<file path="src/rtl/upd_hs_pkg.sv">
package upd_hs_pkg;
  localparam int unsigned N_PHY_TYPES = 4;
  localparam int unsigned TYPE_W      = $clog2(N_PHY_TYPES);

  typedef enum logic {
    C_IDLE = 1'b0,
    C_REQ  = 1'b1
  } ctrl_st_e;

  typedef enum logic {
    P_IDLE = 1'b0,
    P_ACK  = 1'b1
  } phy_st_e;
endpackage

</file>
<file path="src/rtl/upd_ctrl_side.sv">
module upd_ctrl_side
  import upd_hs_pkg::*;
#(
  parameter int unsigned CNT_W = 8,
  parameter int unsigned IVL_W = 16
) (
  input  logic             clk,
  input  logic             rst,
  input  logic             trig_idle,
  input  logic             blocked,
  input  logic [CNT_W-1:0] cfg_min,
  input  logic [CNT_W-1:0] cfg_max,
  input  logic [IVL_W-1:0] cfg_intvl,
  input  logic             ack_in,
  output logic             req_o,
  output logic             late_o,
  output logic             ovr_o
);
  localparam logic [IVL_W-1:0] IVL_SAT = {IVL_W{1'b1}};

  ctrl_st_e         st;
  logic [CNT_W-1:0] hi_cnt;   // cycles the request has been high, 1 in first cycle
  logic [IVL_W-1:0] ivl_cnt;  // cycles since last request rise
  logic             ack_ok;   // a legal acknowledge has been seen

  logic ivl_due, start, ok_now, at_min, at_max, drop;

  always_comb begin
    ivl_due = (ivl_cnt >= cfg_intvl);
    start   = (st == C_IDLE) && (trig_idle || ivl_due) && !blocked;
    ok_now  = ack_ok || (ack_in && (hi_cnt < cfg_min));
    at_min  = (hi_cnt >= cfg_min);
    at_max  = (hi_cnt >= cfg_max);
    drop    = at_max || (at_min && !(ack_in && ok_now));
  end

  always_ff @(posedge clk) begin
    if (rst) begin
      st      <= C_IDLE;
      req_o   <= 1'b0;
      hi_cnt  <= '0;
      ivl_cnt <= '0;
      ack_ok  <= 1'b0;
      late_o  <= 1'b0;
      ovr_o   <= 1'b0;
    end else begin
      if (ivl_cnt != IVL_SAT) ivl_cnt <= ivl_cnt + 1'b1;
      unique case (st)
        C_IDLE: begin
          if (start) begin
            st      <= C_REQ;
            req_o   <= 1'b1;
            hi_cnt  <= CNT_W'(1);
            ivl_cnt <= IVL_W'(1);
            ack_ok  <= 1'b0;
            late_o  <= 1'b0;
            ovr_o   <= 1'b0;
          end
        end
        C_REQ: begin
          if (ack_in && !ok_now && at_min) late_o <= 1'b1;
          if (ok_now) ack_ok <= 1'b1;
          if (drop) begin
            st    <= C_IDLE;
            req_o <= 1'b0;
            if (at_max && ack_in && ok_now) ovr_o <= 1'b1;
          end else begin
            hi_cnt <= hi_cnt + 1'b1;
          end
        end
        default: st <= C_IDLE;
      endcase
    end
  end
endmodule

</file>
<file path="src/rtl/upd_phy_side.sv">
module upd_phy_side
  import upd_hs_pkg::*;
#(
  parameter int unsigned LIM_W = 8
) (
  input  logic                         clk,
  input  logic                         rst,
  input  logic                         req_in,
  input  logic [TYPE_W-1:0]            type_in,
  input  logic                         ctrl_busy,
  input  logic [N_PHY_TYPES*LIM_W-1:0] lim_flat,
  output logic                         ack_o,
  output logic                         tmo_o
);
  localparam logic [LIM_W-1:0] HC_SAT = {LIM_W{1'b1}};

  logic [LIM_W-1:0] lim_a [N_PHY_TYPES];

  for (genvar t = 0; t < N_PHY_TYPES; t++) begin : g_lim
    assign lim_a[t] = lim_flat[t*LIM_W +: LIM_W];
  end

  phy_st_e           st;
  logic [TYPE_W-1:0] type_q;
  logic [LIM_W-1:0]  hold_cnt;
  logic [LIM_W-1:0]  sel_lim;

  assign sel_lim = lim_a[type_q];

  always_ff @(posedge clk) begin
    if (rst) begin
      st       <= P_IDLE;
      ack_o    <= 1'b0;
      tmo_o    <= 1'b0;
      type_q   <= '0;
      hold_cnt <= '0;
    end else begin
      unique case (st)
        P_IDLE: begin
          if (req_in && !ctrl_busy) begin
            st       <= P_ACK;
            ack_o    <= 1'b1;
            type_q   <= type_in;
            hold_cnt <= LIM_W'(1);
            tmo_o    <= 1'b0;
          end
        end
        P_ACK: begin
          if (!req_in) begin
            st    <= P_IDLE;
            ack_o <= 1'b0;
          end else begin
            if (hold_cnt > sel_lim) tmo_o <= 1'b1;
            if (hold_cnt != HC_SAT) hold_cnt <= hold_cnt + 1'b1;
          end
        end
        default: st <= P_IDLE;
      endcase
    end
  end
endmodule

</file>
<file path="src/rtl/upd_hs_engine.sv">
module upd_hs_engine
  import upd_hs_pkg::*;
#(
  parameter int unsigned CNT_W = 8,
  parameter int unsigned IVL_W = 16,
  parameter int unsigned LIM_W = 8
) (
  input  logic                         clk,
  input  logic                         rst,
  input  logic                         sched_idle_i,
  input  logic [CNT_W-1:0]             cfg_min_i,
  input  logic [CNT_W-1:0]             cfg_max_i,
  input  logic [IVL_W-1:0]             cfg_intvl_i,
  input  logic [N_PHY_TYPES*LIM_W-1:0] cfg_phy_lim_i,
  input  logic                         ctrl_ack_i,
  input  logic                         phy_req_i,
  input  logic [TYPE_W-1:0]            phy_type_i,
  output logic                         ctrl_req_o,
  output logic                         phy_ack_o,
  output logic                         bus_hold_o,
  output logic                         late_ack_o,
  output logic                         overrun_o,
  output logic                         phy_tmo_o
);
  // PHY wins ties: a pending or open PHY update blocks a controller start.
  logic ctrl_blocked;
  assign ctrl_blocked = phy_req_i || phy_ack_o;

  upd_ctrl_side #(.CNT_W(CNT_W), .IVL_W(IVL_W)) ctrl_i (
    .clk       (clk),
    .rst       (rst),
    .trig_idle (sched_idle_i),
    .blocked   (ctrl_blocked),
    .cfg_min   (cfg_min_i),
    .cfg_max   (cfg_max_i),
    .cfg_intvl (cfg_intvl_i),
    .ack_in    (ctrl_ack_i),
    .req_o     (ctrl_req_o),
    .late_o    (late_ack_o),
    .ovr_o     (overrun_o)
  );

  upd_phy_side #(.LIM_W(LIM_W)) phy_i (
    .clk       (clk),
    .rst       (rst),
    .req_in    (phy_req_i),
    .type_in   (phy_type_i),
    .ctrl_busy (ctrl_req_o),
    .lim_flat  (cfg_phy_lim_i),
    .ack_o     (phy_ack_o),
    .tmo_o     (phy_tmo_o)
  );

  assign bus_hold_o = ctrl_req_o || phy_ack_o;
endmodule

</file>
<file path="config.mk">
export PLATFORM = sky130hd
export DESIGN_NAME = upd_hs_engine
export DESIGN_NICKNAME = d
export VERILOG_FILES = /design/src/rtl/upd_hs_pkg.sv /design/src/rtl/upd_ctrl_side.sv /design/src/rtl/upd_phy_side.sv /design/src/rtl/upd_hs_engine.sv
export SDC_FILE = /design/constraint.sdc
export NUM_CORES = 1
export LEC_CHECK = 0
export ABC_AREA = 1
export BUFFER_PORTS_ARGS = -buffer_cell sky130_fd_sc_hd__buf_4
export CAP_MARGIN = 20
export CELL_PAD_IN_SITES_DETAIL_PLACEMENT = 0
export CELL_PAD_IN_SITES_GLOBAL_PLACEMENT = 1
export CORE_ASPECT_RATIO = 0.7
export CORE_UTILIZATION = 41
export CTS_CLUSTER_DIAMETER = 30
export DETAILED_ROUTE_END_ITERATION = 10
export GPL_ROUTABILITY_DRIVEN = 0
export GPL_TIMING_DRIVEN = 0
export PLACE_DENSITY_LB_ADDON = 0.1
export RECOVER_POWER = 50
export SLEW_MARGIN = 30
export SYNTH_ARGS = -nofsm -noshare
export SYNTH_HDL_FRONTEND = slang
export SYNTH_SLANG_ARGS = --single-unit
</file>
<file path="constraint.sdc">
create_clock -name clk -period 5.12 [get_ports clk]
set_input_delay 1.024 -clock clk [delete_from_list [all_inputs] [get_ports clk]]
set_output_delay 1.024 -clock clk [all_outputs]
set_load 0.02 [all_outputs]
</file>
* After elaboration in Yosys (flattened, before gate mapping) *
Index checks and enable logic that the tools add are counted.

storage, ports and cells
  register bits = 42
  bits of input ports = 71
  output and inout bits = 6
  word-level logic and storage cells = 102

cells by class
  $add $sub $neg = 3
  magnitude comparators = 6
  equal/unequal tests = 13
  muxes and demuxes = 37
  bitwise logic cells = 3
  reduce and logical (&&, ||, !) cells = 28

operator list
  operator                                                   number
  2-to-1 mux 8 bit                                           7
  2-to-1 mux 16 bit                                          3
  case mux 8 bit (2 select lines)                            2
  != test 2 bit (second input constant)                      9
  adder 16 x 1 -> 16 bit (second input constant)             1
  adder 8 x 1 -> 8 bit (second input constant)               2
  binary-select mux 8 bit (select 2 bit)                     1
  greater-or-equal comparator 16 bit                         1
  greater-or-equal comparator 8 bit                          2
  2-to-1 mux 1 bit                                           16
  != test 16 bit (second input constant)                     1
  case mux 1 bit (2 select lines)                            8
  AND reduction 2 bit                                        6
  logical AND 1 bit                                          10
  AND reduction 3 bit                                        3
  > comparator 8 bit                                         1
  < comparator 8 bit                                         1
  != test 8 bit (second input constant)                      1
  logical OR 1 bit                                           5
  zero test 1 bit                                            4
  != test 2 x 1 -> 1 bit (second input constant)             2
  greater-or-equal comparator 3 bit (second input constant)  1
  NOT 2 -> 3 bit                                             1
  NOT 1 bit                                                  2

* Longest topological paths before layout *
  depth in word-level cells = 9
  mapped depth = 16

* Modules after synthesis *
From an unflattened synthesis, not the netlist that was laid out.

unflattened totals
  cells, all modules = 504
  area, all modules = 3,394.5 sq um

by module, submodules not included
  module         times used  cells each  area each (sq um)  sequential area each (sq um)
  upd_ctrl_side  1           335         2,318.5            580.6
  upd_phy_side   1           164         1,057.3            260.2
  upd_hs_engine  1           5           18.8               0.0

* Worst setup path after synthesis *
Ideal clock, no wire load.

  path type = input-to-reg
  start = in cfg_min_i[7]
  end = reg ctrl_i.hi_cnt[2]
  setup time = 0.067 ns
  arrival time = 2.324 ns
  required time = 5.053 ns
  slack = 2.729 ns
  stages on the path = 12
  buffers on the path = 0
  path through = inv_1 ha_1 a21o_1 nor2_2 nand3_1 nand2_1 nand2_1 nand2_2 nand3_4 nand2_4 nand2_4 o21ai_2

between the ends
  longest elaborated chain between the ends = 9
  elaborated cells on any way between the ends = 10
  classes of those cells = order compare: 2; eq/ne: 1; reduce/logical: 7

ends and longest elaborated chain
  item                                      line                 source
  from (decl)                               upd_hs_engine.sv:11  input logic [CNT_W-1:0] cfg_min_i,
  < comparator 8 bit                        upd_ctrl_side.sv:31  ok_now = ack_ok || (ack_in && (hi_cnt < cfg_min));
  logical AND 1 bit                         upd_ctrl_side.sv:31
  logical OR 1 bit                          upd_ctrl_side.sv:31
  logical AND 1 bit                         upd_ctrl_side.sv:34  drop = at_max || (at_min && !(ack_in && ok_now));
  zero test 1 bit                           upd_ctrl_side.sv:34
  logical AND 1 bit (*)                     upd_ctrl_side.sv:34
  logical OR 1 bit (*)                      upd_ctrl_side.sv:34
  != test 2 bit (no source line) (*)        -
  AND reduction 2 bit (no source line) (*)  -
  to (signal assigned)                      upd_ctrl_side.sv:68  hi_cnt <= hi_cnt + 1'b1;
  to (decl)                                 upd_ctrl_side.sv:22  logic [CNT_W-1:0] hi_cnt;

Mark *: on every way between the ends. The rest lies on a longest branch, timed or not.
A chain may end at the register's enable or synchronous reset.

* Final worst setup path *
  start = in cfg_intvl_i[0]
  end = reg ctrl_i.ivl_cnt[14]

between the ends
  longest elaborated chain between the ends = 6

ends and longest elaborated chain
  item                                line                 source
  from (decl)                         upd_hs_engine.sv:13  input logic [IVL_W-1:0] cfg_intvl_i,
  greater-or-equal comparator 16 bit  upd_ctrl_side.sv:29  ivl_due = (ivl_cnt >= cfg_intvl);
  logical OR 1 bit                    upd_ctrl_side.sv:30  start = (st == C_IDLE) && (trig_idle || ivl_due) && !blocked;
  logical AND 1 bit (2 in a row)      upd_ctrl_side.sv:30
  2-to-1 mux 16 bit                   upd_ctrl_side.sv:50  if (start) begin
  2-to-1 mux 16 bit                   upd_ctrl_side.sv:48  unique case (st)
  to (signal assigned)                upd_ctrl_side.sv:47  if (ivl_cnt != IVL_SAT) ivl_cnt <= ivl_cnt + 1'b1;
  to (decl)                           upd_ctrl_side.sv:23  logic [IVL_W-1:0] ivl_cnt;

No other way between the ends.

==> flow_summary.toml <==
[global_route]
overflow = 0
grt_pass1_vias = 2752
grt_start_max_net_pins = 12
grt_pass1_wl_mm = 12.4
track_usage = 0.192
antenna_found_initial = 0

[die]
initial_core_util = 0.431
row_count = 26
ios = 77
die_area_um2 = 8190
core_region_area_um2 = 7450
die_y_um = 76.0
die_x_um = 108

[yosys]
synth_top_area_frac = 0.262
async_flop_share = 0
synthFlopType = "dfxtp_1"
synth_area_um2 = 3210
synth.distinct_cells = 41
synth_edf_count = 0
synth_common_cells = "nand2_1 (91), inv_1 (71), ha_1 (43)"
ys_ff_latch = 42
ys_warn_count = 0
syn_avg_cell_area_um2 = 7.00
yosys.area.top_type = "dfxtp_1"
synth_most_common_cell = "nand2_1"
postSynthCellCount = 458
ys_top_cells_by_area = "dfxtp_1 (26%), ha_1 (17%), nand2_1 (11%)"
synthesis.nets = 572
yosysSeqAreaShare = 0.262

[route]
final_antenna_net_count = 0
via_per_inst = 4.87
dr.pass1.iters = 4
dr_total_vias = 3104
drc = 0
wl_per_cell_um = 11.8
drt_iter0_markers = 139
wirelength_mm = 7.54

[sta]
timing.final.hold_violations = 0
fin_crit_sh = 0.533
clock_skew_ns = 0.00751
finalCriticalPeriod_ns = 2.73
rsz0062_at_grt = "no"
relSlewSlack = 0.691
drv_slew = 0
hold_slack_ns = 0.474
tightest_slew_ns = 0.464
fmax_mhz = 367
setup_viol = 0
final.setup.tns_ns = 0

[finish]
layout-drive-gt1-share = 0.178
finish.instance_area_um2 = 3900
instances_no_fill = 638
final_nets = 654
area_growth_pct = 21.6
diodes = 0

[clock_network]
clock_path_buffers = 2
hold_buffers = 0
numCtsBuffers = 5
clkSlewWorstSetupHoldPaths_ns = 0.08
numClockSinks = 42
cts_root_buf = "clkbuf_8"
htreeDepth = 2
clock_latency_ns = 0.30
cts_tree = "done"
post_cts_resized = 0
post_cts_buffers = 0

[job]
cap_violations = 0

[placement]
placed_area_um2 = 3890
port_buffers = 75
dpl.cell_count = 631
dp_hpwl_mm = 6.07

[setup_path]
cpPeakStageDelay_ns = 0.36
cp_common_cell = "nand2_1"
cpMaxStageDelayCell = "nand2_1"
critPathLaunchType = "input port"
criticalPathCategory = "in2reg"
worstPathRequired_ns = 5.31
arrival_ns = 2.92
crit_buf_inv = 3
crit_path_end_kind = "flip-flop"
critPathTopFamily = "simple AND/OR/NAND/NOR gates"
path_cells = "clkbuf_4 -> ha_1 -> inv_1 -> a21boi_0 -> o21bai_1 -> nand2_1 -> nand2_1 -> nand2_1 -> nand2_1 -> nand2_1 -> nand2_1 -> nand2_1 -> buf_2 -> nor2_1"
critPathMaxFanout = 10

[pwr]
power_leakage_nw = 1.91
power_density_nw_per_um2 = 188
power_mw = 0.732
ir_drop_v = 0.0000895

[status]
outcome = "finished clean"

[min_path]
hold_path.class = "reg2reg"
## where the power goes
| part | switching, mW | internal, mW |
|---|---|---|
| Clock | 0.116 | 0.0942 |
| Combinational | 0.0970 | 0.0802 |
| Sequential | 0.00809 | 0.336 |
| Total | 0.221 | 0.511 |
## sequential cells by signal, indices dropped and copies added (netlist names)
| signal | flops |
|---|---|
| ctrl_i.st | 1 |
| ctrl_i.late_o | 1 |
| phy_i.hold_cnt | 8 |
| phy_i.tmo_o | 1 |
| ctrl_i.req_o | 1 |
| phy_i.type_q | 2 |
| ctrl_i.ivl_cnt | 16 |
| phy_i.ack_o | 1 |
| ctrl_i.ovr_o | 1 |
| ctrl_i.ack_ok | 1 |
| phy_i.st | 1 |
| ctrl_i.hi_cnt | 8 |
## cell families (layout without fill, tap and decap cells)
group,count (synthesis),count (layout),share of synthesized area
xor gates and xnor gates,8,8,0.0218
AOI/OAI and AO/OA,88,88,0.167
buffers and inverters,82,164,0.0975
and+or+nand+nor,195,195,0.284
DFF,42,42,0.262
adders and majority gates,43,43,0.168
## stage by stage
| stage | utilization | setup WS [ns] |
|---|---|---|
| after floorplan | - | 2.73 |
| after global placement | 0.523 | 2.32 |
| after detailed placement | 0.523 | 2.30 |
| after CTS | 0.533 | 2.62 |
| after global routing | 0.524 | 2.17 |
| final | 0.524 | 2.39 |
## placed cells by master (no fill, tap or decap), types with 2 or more instances in the layout
cell,count
o21ai_1,2
o21ai_0,18
nand3_2,2
dfxtp_1,42
nor2_1,42
nor3_1,14
inv_1,71
clkbuf_8,5
clkbuf_1,13
a32o_1,7
nand3_1,27
nand4_1,3
nor2_2,2
nand3_4,2
a211oi_1,4
a31oi_1,2
nand3b_1,2
nand2_1,95
o21ai_2,5
buf_2,3
ha_1,43
xor2_1,7
buf_4,67
inv_2,2
a21oi_1,42
## routing by layer
metal	vias up	GRT usage	wire [um]
li1	1678	-	-
met1	1365	0.283	4110
met2	54	0.279	3010
met3	7	0.0393	348
met4	0	0.0507	74
met5	-	0	0
## cell type report
type                       count  area (um2)
fill                         768        3550
tap                           98         123
multi-input combinational    334        2010
sequential                    42         841
timing repair buffer          75         537
buffer                         7        30.0
clock buffer                   7        76.3
inverter                      75         283
## path summary, 6_finish.rpt
path | start | slack, ns | cells past startpoint | end
setup / recovery | cfg_intvl_i[0] | 2.39 | 14 | ctrl_i.ivl_cnt[14]
hold / removal | ctrl_i.late_o | 0.47 | 2 | ctrl_i.late_o
setup reg to reg | ctrl_i.ivl_cnt[0] | 2.77 | 14 | ctrl_i.ivl_cnt[14]
hold reg to reg | ctrl_i.late_o | 0.47 | 2 | ctrl_i.late_o
## worst min-delay path, delay by kind of cell, from the launching register on
| family | cells | cell delay [ns] |
|---|---|---|
| simple gates | 1 | 0.06 |
| compound gates | 1 | 0.05 |
| flops | 1 | 0.32 |
No activity file was read; power rests on OpenSTA's default activity.
